<file path="src/rtl/sdclk_pkg.sv">
// Shared definitions for the SD clock divider controller.
// Assumes: a two-bit register select; bit positions here are decoded by
// both the register file and the bench.
package sdclk_pkg;

    // Register select codes on the simple register port.
    typedef enum logic [1:0] {
        SEL_CARDCLK = 2'd0,
        SEL_MODE    = 2'd1,
        SEL_GATE    = 2'd2,
        SEL_SPARE   = 2'd3
    } reg_sel_e;

    // Gate bit position inside the gate register.
    localparam int GATE_BIT = 8;

    // Mode bit position inside the mode register.
    localparam int MODE_BIT = 0;

endpackage

</file>
<file path="src/rtl/sdclk_ratio_dec.sv">
// Turns the one-hot divider code into a half-period length in host cycles.
// Code bit i selects half period 2^(CODE_W-i). An empty or multi-bit code
// falls back to the slowest half period, 2^CODE_W.
// Assumes: HALF_W = CODE_W + 1, so the slowest half period fits.
module sdclk_ratio_dec #(
    parameter int CODE_W = 8,
    parameter int HALF_W = CODE_W + 1
) (
    input  logic [CODE_W-1:0] code,
    output logic [HALF_W-1:0] half_len
);
    localparam logic [HALF_W-1:0] SLOW_HALF = HALF_W'(1) << CODE_W;
    localparam int CNT_W = $clog2(CODE_W + 1);

    logic [HALF_W-1:0] cand   [CODE_W];
    logic [HALF_W-1:0] picked;
    logic [CNT_W-1:0]  ones;

    // One candidate half period per code bit.
    for (genvar gi = 0; gi < CODE_W; gi++) begin : g_cand
        assign cand[gi] = HALF_W'(1) << (CODE_W - gi);
    end

    // Count the set bits and OR together the candidates they select.
    always_comb begin
        ones   = '0;
        picked = '0;
        for (int i = 0; i < CODE_W; i++) begin
            if (code[i]) begin
                ones   = ones + CNT_W'(1);
                picked = picked | cand[i];
            end
        end
    end

    // Fall back to the slowest ratio unless exactly one bit is set.
    always_comb begin
        half_len = (ones == CNT_W'(1)) ? picked : SLOW_HALF;
    end

endmodule

</file>
<file path="src/rtl/sdclk_regs.sv">
// Register file: divider code and enable, clock mode, gate bit.
// It produces the combined run request, the mode and the decoded half period.
// Assumes: writes are one-cycle strobes sampled on the rising host edge.
module sdclk_regs
    import sdclk_pkg::*;
#(
    parameter int CODE_W = 8,
    parameter int DATA_W = 16,
    parameter int HALF_W = CODE_W + 1
) (
    input  logic              clk,
    input  logic              rst_n,
    input  logic              reg_we,
    input  logic [1:0]        reg_sel,
    input  logic [DATA_W-1:0] reg_wdata,
    output logic [DATA_W-1:0] reg_rdata,
    output logic              run_req,
    output logic              div_mode,
    output logic [HALF_W-1:0] half_sel
);
    localparam logic [CODE_W-1:0] CODE_RST = CODE_W'(1);

    logic [CODE_W-1:0] code_q;
    logic              en_q;
    logic              mode_q;
    logic              gate_q;
    reg_sel_e          sel;

    assign sel = reg_sel_e'(reg_sel);

    // Register writes; the reset state is stopped, slowest ratio, divided mode.
    always_ff @(posedge clk) begin
        if (!rst_n) begin
            code_q <= CODE_RST;
            en_q   <= 1'b0;
            mode_q <= 1'b1;
            gate_q <= 1'b0;
        end else if (reg_we) begin
            case (sel)
                SEL_CARDCLK: begin
                    code_q <= reg_wdata[CODE_W-1:0];
                    en_q   <= reg_wdata[CODE_W];
                end
                SEL_MODE: mode_q <= reg_wdata[MODE_BIT];
                SEL_GATE: gate_q <= reg_wdata[GATE_BIT];
                default: ;
            endcase
        end
    end

    // Read mux; bits without storage read as zero.
    always_comb begin
        reg_rdata = '0;
        case (sel)
            SEL_CARDCLK: begin
                reg_rdata[CODE_W-1:0] = code_q;
                reg_rdata[CODE_W]     = en_q;
            end
            SEL_MODE: reg_rdata[MODE_BIT] = mode_q;
            SEL_GATE: reg_rdata[GATE_BIT] = gate_q;
            default: ;
        endcase
    end

    // The clock may run only when both gate bits agree.
    assign run_req  = en_q & gate_q;
    assign div_mode = mode_q;

    sdclk_ratio_dec #(
        .CODE_W (CODE_W),
        .HALF_W (HALF_W)
    ) u_dec (
        .code     (code_q),
        .half_len (half_sel)
    );

endmodule

</file>
<file path="src/rtl/sdclk_divcore.sv">
// Divided-clock generator with boundary-only reconfiguration.
// The requested run state, mode and half period are copied into the active
// set only while the divided output is low and a half period has ended,
// while the clock is stopped, or while bypass is active.
// Assumes: half_sel is at least 1.
module sdclk_divcore #(
    parameter int CODE_W = 8,
    parameter int HALF_W = CODE_W + 1
) (
    input  logic              clk,
    input  logic              rst_n,
    input  logic              run_req,
    input  logic              div_mode,
    input  logic [HALF_W-1:0] half_sel,
    output logic              div_q,
    output logic              act_run,
    output logic              act_byp,
    output logic [HALF_W-1:0] act_half
);
    localparam logic [HALF_W-1:0] SLOW_HALF = HALF_W'(1) << CODE_W;

    logic [HALF_W-1:0] cnt_q;
    logic              at_end;
    logic              safe;
    logic              was_div;
    logic              want_div;

    // Boundary and state qualifiers for the update rule.
    always_comb begin
        at_end   = (cnt_q == act_half - HALF_W'(1));
        was_div  = act_run & ~act_byp;
        want_div = run_req & div_mode;
        safe     = ~div_q & (~act_run | act_byp | at_end);
    end

    // Divider counter, output toggle and active-configuration load.
    always_ff @(posedge clk) begin
        if (!rst_n) begin
            div_q    <= 1'b0;
            act_run  <= 1'b0;
            act_byp  <= 1'b0;
            act_half <= SLOW_HALF;
            cnt_q    <= '0;
        end else if (safe) begin
            act_run  <= run_req;
            act_byp  <= ~div_mode;
            act_half <= half_sel;
            cnt_q    <= '0;
            div_q    <= want_div & was_div;
        end else if (was_div) begin
            if (at_end) begin
                cnt_q <= '0;
                div_q <= ~div_q;
            end else begin
                cnt_q <= cnt_q + HALF_W'(1);
            end
        end
    end

endmodule

</file>
<file path="src/rtl/sdclk_outgate.sv">
// Output stage: merges the divided clock with a gated copy of the host clock.
// The bypass enable is retimed on the falling host edge, so the AND gate
// only opens or closes while the host clock is low.
// Assumes: div_q is low whenever bypass is active.
module sdclk_outgate (
    input  logic clk,
    input  logic rst_n,
    input  logic div_q,
    input  logic act_run,
    input  logic act_byp,
    output logic full_on,
    output logic card_clk
);
    // Retime the bypass enable into the host low phase.
    always_ff @(negedge clk) begin
        if (!rst_n) full_on <= 1'b0;
        else        full_on <= act_run & act_byp;
    end

    // Merge the divided and undivided sources.
    assign card_clk = div_q | (clk & full_on);

endmodule

</file>
<file path="src/rtl/sdclk_divctl.sv">
// Top level of the SD card clock divider controller.
// It joins the register file, the divider core and the output stage.
// Assumes: CODE_W < DATA_W and GATE_BIT < DATA_W.
module sdclk_divctl #(
    parameter int CODE_W = 8,
    parameter int DATA_W = 16
) (
    input  logic              clk,
    input  logic              rst_n,
    input  logic              reg_we,
    input  logic [1:0]        reg_sel,
    input  logic [DATA_W-1:0] reg_wdata,
    output logic [DATA_W-1:0] reg_rdata,
    output logic              card_clk,
    output logic              clk_running
);
    localparam int HALF_W = CODE_W + 1;

    logic              run_req;
    logic              div_mode;
    logic [HALF_W-1:0] half_sel;
    logic              div_q;
    logic              act_run;
    logic              act_byp;
    logic [HALF_W-1:0] act_half;
    logic              full_on;

    sdclk_regs #(
        .CODE_W (CODE_W),
        .DATA_W (DATA_W),
        .HALF_W (HALF_W)
    ) u_regs (
        .clk       (clk),
        .rst_n     (rst_n),
        .reg_we    (reg_we),
        .reg_sel   (reg_sel),
        .reg_wdata (reg_wdata),
        .reg_rdata (reg_rdata),
        .run_req   (run_req),
        .div_mode  (div_mode),
        .half_sel  (half_sel)
    );

    sdclk_divcore #(
        .CODE_W (CODE_W),
        .HALF_W (HALF_W)
    ) u_core (
        .clk      (clk),
        .rst_n    (rst_n),
        .run_req  (run_req),
        .div_mode (div_mode),
        .half_sel (half_sel),
        .div_q    (div_q),
        .act_run  (act_run),
        .act_byp  (act_byp),
        .act_half (act_half)
    );

    sdclk_outgate u_out (
        .clk      (clk),
        .rst_n    (rst_n),
        .div_q    (div_q),
        .act_run  (act_run),
        .act_byp  (act_byp),
        .full_on  (full_on),
        .card_clk (card_clk)
    );

    assign clk_running = act_run;

endmodule

</file>
<file path="config.mk">
export PLATFORM = sky130hd
export DESIGN_NAME = sdclk_divctl
export DESIGN_NICKNAME = d
export VERILOG_FILES = /design/src/rtl/sdclk_pkg.sv /design/src/rtl/sdclk_ratio_dec.sv /design/src/rtl/sdclk_regs.sv /design/src/rtl/sdclk_divcore.sv /design/src/rtl/sdclk_outgate.sv /design/src/rtl/sdclk_divctl.sv
export SDC_FILE = /design/constraint.sdc
export NUM_CORES = 1
export LEC_CHECK = 0
export BUFFER_PORTS_ARGS = -buffer_cell sky130_fd_sc_hd__buf_4
export CORE_MARGIN = 1.5
export CORE_UTILIZATION = 58
export CTS_BUF_LIST = sky130_fd_sc_hd__clkbuf_4
export DETAILED_ROUTE_END_ITERATION = 6
export GPL_ROUTABILITY_DRIVEN = 0
export PLACE_DENSITY = 0.82
export SLEW_MARGIN = 40
export SYNTH_ARGS = -nofsm -noshare
export SYNTH_HDL_FRONTEND = slang
export SYNTH_SLANG_ARGS = --single-unit
export TNS_END_PERCENT = 1
</file>
<file path="constraint.sdc">
create_clock -name clk -period 6.2 [get_ports clk]
set_clock_uncertainty 0.1 [all_clocks]
set_input_delay 0 -clock clk [delete_from_list [all_inputs] [get_ports clk]]
set_output_delay 0 -clock clk [all_outputs]
set_load 0.01 [all_outputs]
</file>
* Yosys cells after proc, flatten, opt, wreduce, memory -nomap -nowiden
Cells that the tools add are included.
Word-level totals: bits in registers 33, input bits 21, output and inout port bits 18, word-level logic and storage cells 70
Operators by class: add/subtract/negate cells 9, equal/unequal tests 4, mux-type cells 24, bitwise operators 15, reduce and logical (&&, ||, !) cells 8
Operators with widths (number):
- 4-bit two-way mux | 8
- 4-bit by 1-bit adder with 4-bit output, second input constant | 7
- 9-bit two-way mux | 3
- 7-bit two-way mux | 2
- 9-bit by 1-bit adder with 9-bit output, second input constant | 1
- 9-bit == test | 1
- 9-bit by 1-bit subtractor with 9-bit output, second input constant | 1
- 8-bit two-way mux | 1
- 2-bit AND reduction | 4
- 1-bit bitwise AND | 7
- 6-bit two-way mux | 1
- 5-bit two-way mux | 1
- 1-bit inverter | 5
- 4-bit by 1-bit == test with 1-bit output, second input constant | 1
- 1-bit two-way mux | 4
- 1-bit case mux with 2 select lines | 2
- 2-bit nonzero test | 2
- 3-bit two-way mux | 1
- 1-bit OR | 3
- 2-bit by 1-bit == test with 1-bit output, second input constant | 1
- 2-bit == test, second input constant | 1
- 2-bit zero test | 1
- 2-bit two-way mux | 1
- 2-bit OR reduction | 1

* Longest topological paths before layout
depth in word-level cells 17, depth in mapped cells 22, mapped depth without buffers 22

* Modules after synthesis
From an unflattened synthesis, not the netlist that was laid out.
Second synthesis, totals: cell total of the unflattened synthesis 352, area total of the unflattened synthesis 2845.2 sq um
Modules (own cells, without submodules):
- sdclk_divcore | times used 1, cells each 196, area an instance 1556.5 sq um, seq. area each 420.4 sq um
- sdclk_ratio_dec | times used 1, cells each 82, area an instance 651.9 sq um, seq. area each 0.0 sq um
- sdclk_regs | times used 1, cells each 70, area an instance 599.3 sq um, seq. area each 220.2 sq um
- sdclk_outgate | times used 1, cells each 4, area an instance 37.5 sq um, seq. area each 20.0 sq um

==> flow_summary.json <==
{
  "core_area_mm2": 0.00369,
  "grt_pass1_vias": 1948,
  "grt_use_total_pct": 26.8,
  "p_per_area_mw_per_mm2": 171,
  "worstSkewPairLatency_ns": 0.45,
  "ctsResizeCount": 0,
  "syn_to_final_growth_pct": 19.0,
  "worst_slew_pin_slew_ns": 0.615,
  "rows": 22,
  "fp.dieW_um": 65.0,
  "placed_cells": 336,
  "cts_tree": "done",
  "worst_ir_drop_vdd_mv": 0.190,
  "critPathMaxFanout": 7,
  "yosys_register_bits": 32,
  "hold_path_depth": 5,
  "post_cts_buffers": 0,
  "power.leakage_nw": 1.09,
  "critPathArrivalTime_ns": 5.17,
  "antenna_left": 0,
  "hold_viol_final": 0,
  "period_needed_ns": 4.91,
  "cts.clk_slew.worst_paths_ns": 0.11,
  "die_y_um": 65.0,
  "ctsHoldBuffers": 20,
  "antenna_found_initial": 0,
  "cpPeakStageDelay_ns": 0.43,
  "synth_cell_type_count": 56,
  "fillers": 283,
  "tns_ns": 0,
  "synthArstFlopShare_pct": 0,
  "wl_per_cell_um": 14.3,
  "synthCells": 280,
  "cp-start-kind": "register",
  "crit_path_end_kind": "register",
  "initial_core_util_pct": 60.5,
  "worstPathCellList": "inv_1 > ha_1 > xnor2_2 > inv_1 > ha_1 > nor2b_1 > a31oi_1 > ha_1 > mux2_2 > ha_1 > o211ai_1 > inv_1 > ha_1 > nand2_1 > o21ai_0 > ha_1 > nand2_1 > nand2_1 > a21oi_1 > o211a_1 > nand3_1 > o22a_1",
  "stdcell_count": 367,
  "yosysSeqAreaShare_pct": 28.7,
  "ios": 39,
  "layout-drive-gt1-share_pct": 14.7,
  "final_core_util_pct": 71.9,
  "hold_slack_ns": 0.166,
  "critPathTopFamily": "adder cells",
  "crit_required_ns": 6.45,
  "crit_top_cell": "ha_1",
  "final_nets": 348,
  "synth_ff_type": "dfxtp_1",
  "grt_start_max_net_pins": 20,
  "vias": 2071,
  "setup_viol": 0,
  "io_buffers": 24,
  "drt_pass1_iterations": 4,
  "r2r_slack_ns": 1.29,
  "vias_per_cell": 5.64,
  "max_clock_freq_mhz": 204,
  "setup_slack_ns": 1.29,
  "drv_slew": 0,
  "grt_pass1_wl_um": 8750,
  "drc": 0,
  "ys.warnings.count": 0,
  "drt_iter0_drc": 137,
  "critPathSlowestCell": "dfxtp_1",
  "synth-edff-count": 0,
  "postSynthAreaPerCell_um2": 7.97,
  "slew_headroom_pct": 58.9,
  "hold_class": "in2reg",
  "critPathBufInv": 3,
  "dp_slack_ns": 1.32,
  "dp_hpwl_um": 3350,
  "syn_area_mm2": 0.00223,
  "outcome": "complete, no violations",
  "critPathKind": "reg2reg",
  "grt-ovfl-total": 0,
  "critical_path_depth": 22,
  "post-route-period-util_pct": 79.3,
  "reg2reg_depth": 22,
  "n_antenna_cell": 0,
  "rsz0062_at_grt": "no",
  "dieArea_mm2": 0.00423,
  "drv_cap": 0,
  "drt_wl_total_um": 5240
}
-- power by group --
group / switching, mW / internal, mW
clock network: 0.0845 / 0.0654
logic: 0.0462 / 0.0420
registers: 0.00636 / 0.209
total: 0.137 / 0.317
-- logic make-up (layout without fill, tap and decap cells) --
kind of cell             after synthesis  count (layout)  share of synthesized area [%]
adder cells (fa/ha/maj)                9               9                           5.05
multiplexers                           7               7                           3.20
AND/OR/NAND/NOR                      124             124                           28.0
other                                  1               7                          0.168
AO/OA/AOI/OAI                         46              46                           14.6
buffers and inverters                 35              68                           7.57
XOR/XNOR                              26              26                           12.7
flip-flops                            32              32                           28.7
-- layout make-up --
| class | count | area [µm²] | area share (%) |
|---|---|---|---|
| clock buffers | 9 | 67.6 | 2.55 |
| repair buffers | 43 | 373 | 14.0 |
| multi-input cells | 219 | 1440 | 54.4 |
| clock inverters | 4 | 22.5 | 0.849 |
| well taps | 48 | 60.1 | 2.26 |
| flip-flops and latches | 32 | 641 | 24.1 |
| inverters | 12 | 46.3 | 1.74 |
-- worst register-to-register path, stage by stage (launching register included) --
cell	delay, ns
dfxtp_1	0.43
inv_1	0.10
ha_1	0.34
xnor2_2	0.32
inv_1	0.08
ha_1	0.31
nor2b_1	0.05
a31oi_1	0.18
ha_1	0.28
mux2_2	0.29
ha_1	0.27
o211ai_1	0.33
inv_1	0.08
ha_1	0.29
nand2_1	0.07
o21ai_0	0.10
ha_1	0.31
nand2_1	0.07
nand2_1	0.05
a21oi_1	0.12
o211a_1	0.30
nand3_1	0.11
o22a_1	0.23
-- synth_stat cells, types with 2 or more instances --
| cell | count | share of area [%] |
|---|---|---|
| a211oi_1 | 2 | 0.67 |
| dfxtp_1 | 32 | 29 |
| and3_1 | 4 | 1.1 |
| nand3_1 | 16 | 3.6 |
| nor2b_1 | 4 | 1.1 |
| nand4_1 | 4 | 1.1 |
| mux2i_1 | 6 | 2.7 |
| o22ai_1 | 6 | 1.7 |
| a21oi_1 | 14 | 3.1 |
| o21ai_0 | 4 | 0.90 |
| o211ai_1 | 2 | 0.67 |
| nand2_1 | 39 | 6.6 |
| buf_2 | 2 | 0.45 |
| nand2b_1 | 10 | 2.8 |
| and2_1 | 7 | 2.0 |
| nor2_1 | 23 | 3.9 |
| o211a_1 | 2 | 0.90 |
| inv_1 | 12 | 2.0 |
| buf_4 | 7 | 2.4 |
| xnor2_1 | 9 | 3.5 |
| nor3_1 | 6 | 1.3 |
| xor2_1 | 13 | 5.1 |
| clkbuf_1 | 12 | 2.0 |
| ha_1 | 9 | 5.0 |
| nand3b_1 | 4 | 1.3 |
-- placed cells by master, fill, tap and decap left out, types with 2 or more instances in the layout --
cell	instances
a211oi_1	2
a21oi_1	14
and2_1	7
and3_1	4
buf_4	24
clkbuf_4	8
clkinv_2	3
conb_1	7
dfxtp_1	32
dlygate4sd3_1	20
ha_1	9
inv_1	12
mux2i_1	6
nand2_1	39
nand2b_1	10
nand3_1	16
nand3b_1	4
nand4_1	4
nor2_1	23
nor2b_1	4
nor3_1	6
o211a_1	2
o211ai_1	2
o21ai_0	4
o22ai_1	6
xnor2_1	9
xor2_1	13
-- through the flow --
stage	power (mW)	instance area, µm²
finish	0.454	2650
detailed placement	0.299	2370
CTS	0.451	2650
global placement	0.296	2370
global route	0.477	2650
floorplan	0.282	2250
-- per-layer routing --
metal | track usage (%) | share of wire [%] | vias up
met4 | 13.8 | 2.4 | 0
met3 | 4.34 | 4.8 | 15
met1 | 34.4 | 44 | 958
li1 | - | - | 1025
met2 | 43.4 | 49 | 73
met5 | 0 | 0 | -
-- worst paths after layout --
check | endpoint | from
worst max-delay path | u_core.act_half[8] | u_regs.code_q[1]
worst min-delay path | u_regs.en_q | reg_sel[1]
worst max register to register | u_core.act_half[8] | u_regs.code_q[1]
worst min register to register | u_regs.en_q | u_regs.en_q
-- flip-flops by register name, indices dropped and copies added (netlist names) --
name,flops
u_core.act_byp,1
u_core.act_half,8
u_core.act_run,1
u_core.cnt_q,9
u_core.div_q,1
u_out.full_on,1
u_regs.code_q,8
u_regs.div_mode,1
u_regs.en_q,1
u_regs.gate_q,1
Power figures use the tool's default switching activity.
